==> config.mk <==
export PLATFORM = sky130hd
export DESIGN_NAME = i2cm_bit_engine
export DESIGN_NICKNAME = d
export VERILOG_FILES = /design/src/rtl/i2cm_pkg.sv /design/src/rtl/i2cm_rst_sync.sv /design/src/rtl/i2cm_bus_mon.sv /design/src/rtl/i2cm_arb_flag.sv /design/src/rtl/i2cm_seq.sv /design/src/rtl/i2cm_bit_engine.sv
export SDC_FILE = /design/constraint.sdc
export NUM_CORES = 1
export LEC_CHECK = 0
export BUFFER_PORTS_ARGS = -buffer_cell sky130_fd_sc_hd__buf_2
export CAP_MARGIN = 20
export CORE_ASPECT_RATIO = 1.4
export CORE_UTILIZATION = 55
export CTS_CLUSTER_DIAMETER = 30
export DETAILED_ROUTE_END_ITERATION = 10
export GPL_TIMING_DRIVEN = 0
export PLACE_DENSITY = 0.76
export SLEW_MARGIN = 15
export SYNTH_ARGS = -nofsm -noshare
export SYNTH_HDL_FRONTEND = slang
export SYNTH_SLANG_ARGS = --single-unit
==> constraint.sdc <==
create_clock -name clk -period 3.45 [get_ports clk]
set_input_delay 0.1725 -clock clk [delete_from_list [all_inputs] [get_ports clk]]
set_output_delay 0.1725 -clock clk [all_outputs]
set_load 0.02 [all_outputs]
==> src/rtl/i2cm_pkg.sv <==
package i2cm_pkg;
  typedef enum logic [2:0] {
    OP_NOP   = 3'd0,
    OP_START = 3'd1,
    OP_WRITE = 3'd2,
    OP_READ  = 3'd3,
    OP_STOP  = 3'd4
  } op_e;

  typedef enum logic [2:0] {
    S_IDLE,
    S_HOLD,
    S_START,
    S_STOP,
    S_XFER
  } st_e;
endpackage

==> src/rtl/i2cm_rst_sync.sv <==
module i2cm_rst_sync (
  input  logic clk,
  input  logic rst_n,
  output logic rst_n_sync
);
  logic [1:0] sync_q;

  always_ff @(posedge clk or negedge rst_n) begin
    if (!rst_n) sync_q <= 2'b00;
    else        sync_q <= {sync_q[0], 1'b1};
  end

  assign rst_n_sync = sync_q[1];
endmodule

==> src/rtl/i2cm_bus_mon.sv <==
module i2cm_bus_mon (
  input  logic clk,
  input  logic rst_n,
  input  logic scl_i,
  input  logic sda_i,
  output logic bus_busy
);
  logic scl_q, sda_q, busy_q, busy_d;
  logic start_seen, stop_seen;

  assign start_seen = scl_i && scl_q && sda_q && !sda_i;
  assign stop_seen  = scl_i && scl_q && !sda_q && sda_i;

  always_comb begin
    busy_d = busy_q;
    if (start_seen)     busy_d = 1'b1;
    else if (stop_seen) busy_d = 1'b0;
  end

  always_ff @(posedge clk or negedge rst_n) begin
    if (!rst_n) begin
      scl_q  <= 1'b1;
      sda_q  <= 1'b1;
      busy_q <= 1'b0;
    end else begin
      scl_q  <= scl_i;
      sda_q  <= sda_i;
      busy_q <= busy_d;
    end
  end

  assign bus_busy = busy_q;
endmodule

==> src/rtl/i2cm_arb_flag.sv <==
module i2cm_arb_flag (
  input  logic clk,
  input  logic rst_n,
  input  logic set_i,
  input  logic clr_i,
  output logic flag_o
);
  logic flag_q, flag_d;

  always_comb begin
    flag_d = flag_q;
    if (set_i)      flag_d = 1'b1;
    else if (clr_i) flag_d = 1'b0;
  end

  always_ff @(posedge clk or negedge rst_n) begin
    if (!rst_n) flag_q <= 1'b0;
    else        flag_q <= flag_d;
  end

  assign flag_o = flag_q;
endmodule

==> src/rtl/i2cm_seq.sv <==
module i2cm_seq
  import i2cm_pkg::*;
#(
  parameter int DATA_W = 8
) (
  input  logic              clk,
  input  logic              rst_n,
  input  logic              cmd_valid,
  input  op_e               cmd_op,
  input  logic [DATA_W-1:0] cmd_data,
  input  logic              cmd_ack,
  input  logic              ph_low,
  input  logic              ph_high,
  input  logic              sda_i,
  input  logic              bus_busy,
  output logic              sda_oe,
  output logic              ready,
  output logic              op_done,
  output logic              lose_pulse,
  output logic [DATA_W-1:0] rx_byte,
  output logic              ack_rcvd
);
  localparam int CNT_W = $clog2(DATA_W + 1);
  localparam logic [CNT_W-1:0] LAST_BIT = CNT_W'(DATA_W);

  st_e               st_q, st_d;
  logic [1:0]        sub_q, sub_d;
  logic [CNT_W-1:0]  cnt_q, cnt_d;
  logic [DATA_W-1:0] tx_q, tx_d;
  logic [DATA_W-1:0] rx_q, rx_d;
  logic [DATA_W-1:0] rxo_q, rxo_d;
  logic              acks_q, acks_d;
  logic              rd_q, rd_d;
  logic              ackc_q, ackc_d;
  logic              oe_q, oe_d;
  logic              done_q, done_d;
  logic              lose_q, lose_d;
  logic              last_bit;
  logic              clash;

  assign last_bit = (cnt_q == LAST_BIT);
  // released by us, pulled low by someone else
  assign clash    = !oe_q && !sda_i;

  always_comb begin
    st_d   = st_q;
    sub_d  = sub_q;
    cnt_d  = cnt_q;
    tx_d   = tx_q;
    rx_d   = rx_q;
    rxo_d  = rxo_q;
    acks_d = acks_q;
    rd_d   = rd_q;
    ackc_d = ackc_q;
    oe_d   = oe_q;
    done_d = 1'b0;
    lose_d = 1'b0;
    unique case (st_q)
      S_IDLE: begin
        oe_d = 1'b0;
        if (cmd_valid && cmd_op == OP_START && !bus_busy) begin
          st_d  = S_START;
          sub_d = 2'd0;
        end
      end
      S_HOLD: begin
        if (cmd_valid) begin
          case (cmd_op)
            OP_START: begin
              st_d  = S_START;
              sub_d = 2'd0;
            end
            OP_WRITE: begin
              st_d  = S_XFER;
              sub_d = 2'd0;
              cnt_d = '0;
              rd_d  = 1'b0;
              tx_d  = cmd_data;
            end
            OP_READ: begin
              st_d   = S_XFER;
              sub_d  = 2'd0;
              cnt_d  = '0;
              rd_d   = 1'b1;
              ackc_d = cmd_ack;
            end
            OP_STOP: begin
              st_d  = S_STOP;
              sub_d = 2'd0;
            end
            default: ;
          endcase
        end
      end
      S_START: begin
        case (sub_q)
          2'd0: if (ph_low) begin
            oe_d  = 1'b0;
            sub_d = 2'd1;
          end
          2'd1: if (ph_high) begin
            oe_d  = 1'b1;
            sub_d = 2'd2;
          end
          default: if (ph_low) begin
            done_d = 1'b1;
            st_d   = S_HOLD;
          end
        endcase
      end
      S_STOP: begin
        if (sub_q == 2'd0) begin
          if (ph_low) begin
            oe_d  = 1'b1;
            sub_d = 2'd1;
          end
        end else if (ph_high) begin
          oe_d   = 1'b0;
          done_d = 1'b1;
          st_d   = S_IDLE;
        end
      end
      S_XFER: begin
        if (sub_q == 2'd0) begin
          if (ph_low) begin
            if (last_bit) oe_d = rd_q ? ackc_q : 1'b0;
            else          oe_d = rd_q ? 1'b0 : !tx_q[DATA_W-1];
            sub_d = 2'd1;
          end
        end else if (ph_high) begin
          sub_d = 2'd0;
          if (!last_bit) begin
            cnt_d = cnt_q + 1'b1;
            if (rd_q) begin
              rx_d = {rx_q[DATA_W-2:0], sda_i};
            end else if (clash) begin
              oe_d   = 1'b0;
              lose_d = 1'b1;
              st_d   = S_IDLE;
            end else begin
              tx_d = {tx_q[DATA_W-2:0], 1'b0};
            end
          end else if (rd_q) begin
            if (clash) begin
              oe_d   = 1'b0;
              lose_d = 1'b1;
              st_d   = S_IDLE;
            end else begin
              rxo_d  = rx_q;
              done_d = 1'b1;
              st_d   = S_HOLD;
            end
          end else begin
            acks_d = !sda_i;
            done_d = 1'b1;
            st_d   = S_HOLD;
          end
        end
      end
      default: st_d = S_IDLE;
    endcase
  end

  always_ff @(posedge clk or negedge rst_n) begin
    if (!rst_n) begin
      st_q   <= S_IDLE;
      sub_q  <= 2'd0;
      cnt_q  <= '0;
      tx_q   <= '0;
      rx_q   <= '0;
      rxo_q  <= '0;
      acks_q <= 1'b0;
      rd_q   <= 1'b0;
      ackc_q <= 1'b0;
      oe_q   <= 1'b0;
      done_q <= 1'b0;
      lose_q <= 1'b0;
    end else begin
      st_q   <= st_d;
      sub_q  <= sub_d;
      cnt_q  <= cnt_d;
      tx_q   <= tx_d;
      rx_q   <= rx_d;
      rxo_q  <= rxo_d;
      acks_q <= acks_d;
      rd_q   <= rd_d;
      ackc_q <= ackc_d;
      oe_q   <= oe_d;
      done_q <= done_d;
      lose_q <= lose_d;
    end
  end

  assign sda_oe     = oe_q;
  assign ready      = (st_q == S_IDLE) || (st_q == S_HOLD);
  assign op_done    = done_q;
  assign lose_pulse = lose_q;
  assign rx_byte    = rxo_q;
  assign ack_rcvd   = acks_q;
endmodule

==> src/rtl/i2cm_bit_engine.sv <==
module i2cm_bit_engine
  import i2cm_pkg::*;
#(
  parameter int DATA_W = 8
) (
  input  logic              clk,
  input  logic              rst_n,
  input  logic              cmd_valid,
  input  logic [2:0]        cmd_op,
  input  logic [DATA_W-1:0] cmd_data,
  input  logic              cmd_ack,
  input  logic              arb_clr,
  input  logic              scl_i,
  input  logic              sda_i,
  input  logic              ph_low,
  input  logic              ph_high,
  output logic              sda_oe,
  output logic              ready,
  output logic              op_done,
  output logic [DATA_W-1:0] rx_byte,
  output logic              ack_rcvd,
  output logic              bus_busy,
  output logic              arb_lost
);
  logic rst_n_int;
  logic lose_pulse;
  op_e  op_dec;

  assign op_dec = op_e'(cmd_op);

  i2cm_rst_sync u_rst (
    .clk        (clk),
    .rst_n      (rst_n),
    .rst_n_sync (rst_n_int)
  );

  i2cm_bus_mon u_mon (
    .clk      (clk),
    .rst_n    (rst_n_int),
    .scl_i    (scl_i),
    .sda_i    (sda_i),
    .bus_busy (bus_busy)
  );

  i2cm_seq #(.DATA_W(DATA_W)) u_seq (
    .clk        (clk),
    .rst_n      (rst_n_int),
    .cmd_valid  (cmd_valid),
    .cmd_op     (op_dec),
    .cmd_data   (cmd_data),
    .cmd_ack    (cmd_ack),
    .ph_low     (ph_low),
    .ph_high    (ph_high),
    .sda_i      (sda_i),
    .bus_busy   (bus_busy),
    .sda_oe     (sda_oe),
    .ready      (ready),
    .op_done    (op_done),
    .lose_pulse (lose_pulse),
    .rx_byte    (rx_byte),
    .ack_rcvd   (ack_rcvd)
  );

  i2cm_arb_flag u_arb (
    .clk    (clk),
    .rst_n  (rst_n_int),
    .set_i  (lose_pulse),
    .clr_i  (arb_clr),
    .flag_o (arb_lost)
  );
endmodule

Word level (Yosys, flattened, before mapping)
Cells that the tools add are included.
Storage, ports and cells
  bits of input ports: 20
  ROM bits: 0
  bits in latches: 0
  memories kept: 0
  memory bits (writable): 0
  flip-flop bits (word level): 45
  word-level logic and storage cells: 172
Operators by class
  muxes and demuxes: 78
  reduce and logical (&&, ||, !) cells: 35
  $mul: 0
  order comparisons: 0
  bitwise logic cells: 4
  add/sub/neg operators: 1
  shift operators: 0
  divide/modulo/power cells: 0
  equality and inequality tests: 37
Operator list (count)
  8-bit two-way mux: 7
  1-bit two-way mux: 37
  3-bit two-way mux: 11
  2-bit inequality test (second input constant): 13
  4-bit two-way mux: 5
  2-bit two-way mux: 8
  8-bit case mux with 2 select lines: 1
  8-bit AND reduction: 2
  3-bit inequality test (second input constant): 5
  3-bit case mux with 5 select lines: 1
  3-bit by 2-bit == test with 1-bit output (second input constant): 4
  6-bit AND reduction: 2
  11-bit AND reduction: 1
  2-bit case mux with 5 select lines: 1
  10-bit AND reduction: 1
  5-bit AND reduction: 2
  3-bit case mux with 3 select lines: 1
  1-bit logical AND: 8
  4-bit by 3-bit inequality test with 1-bit output (second input constant): 2
  4-bit case mux with 2 select lines: 1
  2-bit nonzero test: 4
  3-bit by 1-bit == test with 1-bit output (second input constant): 2
  3-bit == test (second input constant): 2
  3-bit by 1-bit inequality test with 1-bit output (second input constant): 2
  20 further kinds: 32

Logic depth before layout (Yosys ltp)
Gate-level depths: netlist of run 1.
  depth in word-level cells: 8
  depth in mapped cells: 9

Modules after synthesis
From an unflattened synthesis of run 1, not the netlist that was laid out.
Unflattened totals
  cell total of the unflattened synthesis: 227
  area, all modules: 2329.7 µm²
Modules (own cells, without submodules)
  i2cm_seq: cells an instance 214, instances 1, area an instance 2128.3 µm², seq. area each 975.9 µm²
  i2cm_bus_mon: cells an instance 7, instances 1, area an instance 111.4 µm², seq. area each 77.6 µm²
  i2cm_rst_sync: cells an instance 3, instances 1, area an instance 53.8 µm², seq. area each 50.0 µm²
  i2cm_arb_flag: cells an instance 3, instances 1, area an instance 36.3 µm², seq. area each 25.0 µm²

Worst setup path before layout of run 1
OpenSTA, ideal clock, no wires.
  path type: register to register
  from: register u_seq.cnt_q[0]
  to: register u_seq.cnt_q[3]
  setup time: 69 ps
  stages on the path, launching flop included: 10
  slack: 1261 ps
  period minus slack after synthesis: 2189 ps
  required time: 3381 ps
  data arrival time: 2120 ps
  cells stage by stage: dfrtp_1 inv_1 ha_1 and3b_1 clkbuf_1 o32a_1 or2_1 buf_2 or4_1 nand3_1
Between the ends
  word-level cells in the longest chain between the ends: 5
  elaborated cells on any way between the ends: 8
  those cells by class: 1 x add/sub; 2 x eq/ne; 4 x mux; 1 x reduce/logical
RTL lines
  start, declared: RTL line i2cm_seq.sv:28  | logic [CNT_W-1:0] cnt_q, cnt_d;
  start signal, assigned: RTL line i2cm_seq.sv:181  | cnt_q <= cnt_d;
  4-bit by 1-bit adder with 4-bit output: RTL line i2cm_seq.sv:133  | cnt_d = cnt_q + 1'b1;
  4-bit two-way mux: RTL line i2cm_seq.sv:132  | if (!last_bit) begin
  4-bit two-way mux: RTL line i2cm_seq.sv:130  | end else if (ph_high) begin
  4-bit two-way mux: RTL line i2cm_seq.sv:124  | if (sub_q == 2'd0) begin
  4-bit case mux with 2 select lines: RTL line i2cm_seq.sv:58  | unique case (st_q)
Several ways; a longest one is shown, not always the timed one. The select of a mux whose other input is x is not followed.
A chain may end at the register's enable or synchronous reset.

Worst setup path in the final report of run 1
Same ends and word-level chain as after synthesis.

==> flow_metrics.tcl, run 1 <==
set metrics [dict create \
    synth.distinct_cells 50 \
    cts_buffers 5 \
    powerDensity_nw_per_um2 707 \
    diodes 0 \
    register_area_um2 1130 \
    ys_top_cells_by_count "dfrtp_1, nand2_1, mux2_2" \
    fin_area_um2 2650 \
    tritoncts "yes" \
    setup_viol 0 \
    critical_path_class "reg2reg" \
    clkSinkCount 45 \
    gp_congestion 0.927 \
    wl_per_cell_um 14.1 \
    cts_setup_buffers 0 \
    clk_pin_slew_ns 0.09 \
    cts_resized 0 \
    hp-class "in2reg" \
    holdWs_ns 0.0985 \
    synth_area_leaders "dfrtp_1, mux2_2, nand2_1" \
    post-synth-top-area-cell "dfrtp_1" \
    htreeDepth 2 \
    yosysWarnings 0 \
    grt_pass1_vias 1710 \
    fmax_mhz 428 \
    fp.dieArea_um2 4380 \
    num_vias 1744 \
    worst_ep_arrival_time_ns 2.58 \
    tns_ns 0 \
    multi_input_area_um2 1050 \
    routed_wirelength_um 4350 \
    core_um2 3950 \
    fin_skew_ns 0.00509 \
    synth_top_cell_area_share_pct 47.5 \
    drive_above_1_share_pct 29.7 \
    first_pass_iters 4 \
    io_pins 34 \
    initial_utilization_pct 57.3 \
    yosysSeqAreaShare_pct 49.8 \
    synth-edff-count 0 \
    fill_cells 329 \
    grt_overflow 0 \
    remaining_drc_errors 0 \
    post-route-min-period_ns 2.34 \
    antenna_found_initial 0 \
    antenna_left 0 \
    synthToLayoutAreaGrowth_pct 17.1 \
    cts_hold_buf 3 \
    synth.most_common_cell "dfrtp_1" \
    final_core_util_pct 67.1 \
    drtIter0Drc 75 \
    hold_viol_final 0 \
    clockBufferDepth 2 \
    grt_first_pass_wirelength_um 7360 \
    routed_via_density 5.64 \
    worstSetupStartpointType "flip-flop" \
    postSynthAreaPerCell_um2 10.3 \
    placed_area_um2 2510 \
    root_buffer "clkbuf_8" \
    ir_worst_vdd_v 0.000504 \
    syn_nets 243 \
    rsz0062_at_grt "false" \
    status "finished, final reports clean" \
    die_w_um 56.2 \
    grtUsageTotal_pct 21.7 \
    synthArstFlopShare_pct 100 \
    chipHeight_um 77.9 \
    synth_ff_type "dfrtp_1" \
    finalMaxSlewViolations 0 \
    cap_violations 0 \
    clk_latency_ns 0.30 \
    synth_cells 221 \
    hpwl_um 3170 \
    num_rows 27 \
    worstPathRequired_ns 3.69 \
    synth-seq-cells 45 \
    end_kind "flip-flop" \
    netlist_area_um2 2270 \
    layout.nets 287 \
    p_leak_nw 1.30 \
    cp_max_fo 8 \
    portBuffers 33 \
    layout_worst_path_cycle_share_pct 67.8 \
    grt_max_degree 27 \
]
==> layer usage <==
metal | global-route usage [%] | share of wire, % | wire length (um)
met1 | 25.4 | 45 | 1960
met4 | 8.78 | 1.9 | 83
met3 | 4.50 | 2.9 | 124
met2 | 38.2 | 50 | 2180
met5 | 0 | 0 | 0
==> worst paths after layout <==
path	start	endpoint	slack, ns	cells past startpoint
min in group asynchronous	rst_n	u_rst.sync_q[1]	0.18	2
max reg2reg	u_seq.cnt_q[0]	u_seq.cnt_q[3]	1.11	9
max	u_seq.cnt_q[0]	u_seq.cnt_q[3]	1.11	9
max in group asynchronous	u_rst.sync_q[1]	u_mon.sda_q	2.69	1
min	cmd_data[0]	u_seq.tx_q[0]	0.1	3
min reg2reg	u_rst.sync_q[1]	u_seq.tx_q[6]	0.21	0
==> per-stage QoR <==
stage / total power (W) / std cells / worst slack (ns)
finish: 0.00188 / 309 / 1.11
global route: 0.00201 / 309 / 0.980
CTS: 0.00189 / 309 / 1.12
detailed placement: 0.00147 / 298 / 1.14
global placement: 0.00145 / 297 / 1.16
floorplan: 0.00130 / 221 / 1.26
==> final cells by class <==
class                   count  area share (%)
repair buffers             37            8.11
clock buffers               5            2.59
flip-flops and latches     45            42.6
inverters                   9            1.27
multi-input cells         155            39.5
clock inverters             3            1.84
well taps                  43            2.03
plain buffers              12            2.07
==> registers in the layout, indices dropped and copies added (netlist names), 2 cells and up <==
name and count:
u_rst.sync_q 2, u_seq.rx_q 8, u_seq.sub_q 2, u_seq.tx_q 8, u_seq.cnt_q 4, u_seq.rx_byte 8, u_seq.st_q 3
==> cell families after synthesis <==
family,share of synthesized area (%)
AND/OR/NAND/NOR,17.4
other,0.165
AO/OA/AOI/OAI,12.6
XOR/XNOR,1.16
adder cells (fa/ha/maj),1.55
flip-flops,49.8
multiplexers,13.4
buffers and inverters,3.92
==> layout by cell type (no fill, tap or decap), types with 2 or more instances in the layout <==
cell           netlist  final
nor2b_1              2      2
o22ai_1              2      2
nand2b_1             4      4
xnor2_1              3      3
or3b_2               2      2
o221ai_1             3      3
a21o_1               3      3
clkbuf_1             9      9
o32a_1               2      2
dlygate4sd3_1        0      3
nand2_1             32     32
mux2_2              26     26
nor3b_1              3      3
inv_1                9      9
a21oi_1              4      4
a31oi_1              2      2
o41ai_1              2      2
dfrtp_1             43     42
clkbuf_8             0      5
ha_1                 2      2
nor2_1              14     14
o21ai_0             13     13
o31ai_1              2      2
nor3_1               5      5
or4_1                2      2
nand3_1              4      4
dfstp_2              2      2
buf_2                1     34
nand3b_1             2      2
==> critical path, cell delays in order (launching register included) <==
cell      delay (ns)
dfrtp_1         0.38
inv_1           0.07
ha_1            0.20
and3b_1         0.16
clkbuf_1        0.17
o32a_1          0.39
or2_1           0.20
buf_2           0.16
or4_1           0.46
nand3_1         0.09
==> where the power goes <==
group	internal, W	switching (W)
logic	0.000329	0.000401
clock network	0.000221	0.000189
registers	0.000647	0.0000907
total	0.00120	0.000681
(Power assumes the default switching activity.)
==> inputs of run 2 (changes only) <==
Settings changed: CORE_UTILIZATION 55 to 51, PLACE_DENSITY 0.76 to 0.74.
Clock period 3.45 ns to 2.14 ns, I/O delays scaled along.
==> flow_metrics.tcl, run 2 (synthesis gave the netlist of run 1 again) <==
set metrics [dict create \
    tritoncts "yes" \
    worstPathRequired_ns 2.37 \
    final_common_cell "dfrtp_1" \
    grt_first_pass_wirelength_um 7400 \
    gp_congestion 0.893 \
    die_w_um 58.3 \
    root_buffer "clkbuf_8" \
    hold_viol_final 0 \
    grt_max_degree 26 \
    cp_max_fo 7 \
    chipHeight_um 80.9 \
    num_rows 28 \
    setup_viol 0 \
    antenna_found_initial 0 \
    fill_cells 338 \
    powerDensity_nw_per_um2 1100 \
    fin_area_um2 2770 \
    wl_per_cell_um 14.0 \
    layout.nets 293 \
    fin_skew_ns 0.00304 \
    hp-class "in2reg" \
    core_um2 4240 \
    post-route-min-period_ns 2.10 \
    finalMaxSlewViolations 0 \
    use_met2_pct 35.9 \
    layout_worst_path_cycle_share_pct 98.2 \
    timing.rr.start "u_seq.st_q[1]" \
    cpPeakStageDelay_ns 0.41 \
    clk_latency_ns 0.29 \
    synthToLayoutAreaGrowth_pct 22.4 \
    hpwl_um 3230 \
    path_common_cell "buf_6" \
    htreeDepth 2 \
    grt_overflow 0 \
    crit_slowest_cell "or4_4" \
    worstReg2RegEnd "u_seq.cnt_q[3]" \
    ir_worst_vdd_v 0.000683 \
    met3_usage_pct 5.41 \
    io_pins 34 \
    worst_ep_arrival_time_ns 2.33 \
    regToRegSetupSlack_ns 0.04 \
    layout_common_cells "dfrtp_1, buf_2, nand2_1, mux2_2" \
    diodes 0 \
    top_usage_layer "met2" \
    status "finished, final reports clean" \
    initial_utilization_pct 53.5 \
    portBuffers 33 \
    p_leak_nw 1.36 \
    drive_above_1_share_pct 35.7 \
    end_kind "flip-flop" \
    critical_path_class "reg2reg" \
    routed_via_density 5.36 \
    cap_violations 0 \
    clockBufferDepth 2 \
    grtUsageTotal_pct 21.0 \
    worstSetupStartpointType "flip-flop" \
    fp.dieArea_um2 4720 \
    clk_pin_slew_ns 0.08 \
    finalPower_w 0.00305 \
    rsz0062_at_grt "true" \
    fmax_mhz 476 \
    worstHoldEndpoint "u_seq.tx_q[0]" \
    clkSinkCount 45 \
    dp_slack_ns -0.159 \
    antenna_left 0 \
    placed_area_um2 2550 \
    worstHoldStart "cmd_data[0]" \
    r2r_cells 7 \
    whs_path_depth 3 \
    cp_cell_sequence "buf_6 > or3b_4 > o32a_1 > or2_1 > buf_6 > or4_4 > nand3_2" \
    drtIter0Drc 124 \
    tns_ns 0 \
    num_vias 1778 \
    final_core_util_pct 65.4 \
    timing.final.ws_setup_ns 0.0388 \
    grt_pass1_vias 1655 \
    grtUsageMet1_pct 24.9 \
    cts_buffers 5 \
    routed_wirelength_um 4660 \
    first_pass_iters 4 \
    remaining_drc_errors 0 \
]
==> run 2: final cells by class <==
type	count	area (um^2)	share of cell area (%)
flip-flops and latches	45	1130	40.8
multi-input cells	155	1110	40.0
repair buffers	46	290	10.5
clock buffers	7	76.3	2.75
well taps	60	75.1	2.71
plain buffers	9	48.8	1.76
inverters	9	33.8	1.22
clock inverters	1	7.51	0.271
==> run 2: stage by stage <==
| step | hold WS, ns | instances |
|---|---|---|
| floorplan | -0.189 | 221 |
| global placement | -0.106 | 314 |
| detailed placement | -0.107 | 315 |
| CTS | 0.0392 | 328 |
| global route | 0.0289 | 332 |
| finish | 0.0469 | 332 |
==> run 2: critical path, delay by kind of cell (launching register included) <==
kind / cells / cell delay (ns)
AOI/OAI and AO/OA: 1 / 0.30
and+or+nand+nor: 4 / 1.09
buffers and inverters: 2 / 0.27
DFF: 1 / 0.38
==> run 2: worst max-delay path by stage <==
| stage | from | to | cells past startpoint |
|---|---|---|---|
| global placement | u_seq.st_q[1] | u_seq.ackc_q | 8 |
| global route | u_seq.st_q[1] | u_seq.cnt_q[3] | 7 |
| floorplan | u_seq.st_q[1] | u_seq.ackc_q | 8 |
| CTS | u_seq.sub_q[1] | u_seq.rx_byte[6] | 6 |
| finish | u_seq.st_q[1] | u_seq.cnt_q[3] | 7 |
| detailed placement | u_seq.st_q[1] | u_seq.ackc_q | 8 |
==> run 2: metal layers <==
metal | vias up | wire, um
met5 | - | 0
met1 | 855 | 2010
met4 | 0 | 74
met2 | 38 | 2420
li1 | 878 | -
met3 | 7 | 151
==> run 2: timing repair <==
| item | CTS | global route |
|---|---|---|
| endpoints found under the hold margin | 4 | 0 |
| pin swaps | 2 | 1 |
| hold buffers | 3 | 0 |
| setup endpoints to repair | 18 | 25 |
| resized for setup | 5 | 10 |
| buffers inserted | 4 | 5 |
==> run 2: where the power goes <==
group	switching (W)	leakage, nW	internal (W)
logic	0.000708	0.744	0.000633
registers	0.000156	0.579	0.00105
clock network	0.000272	0.0385	0.000231
total	0.00114	1.36	0.00191
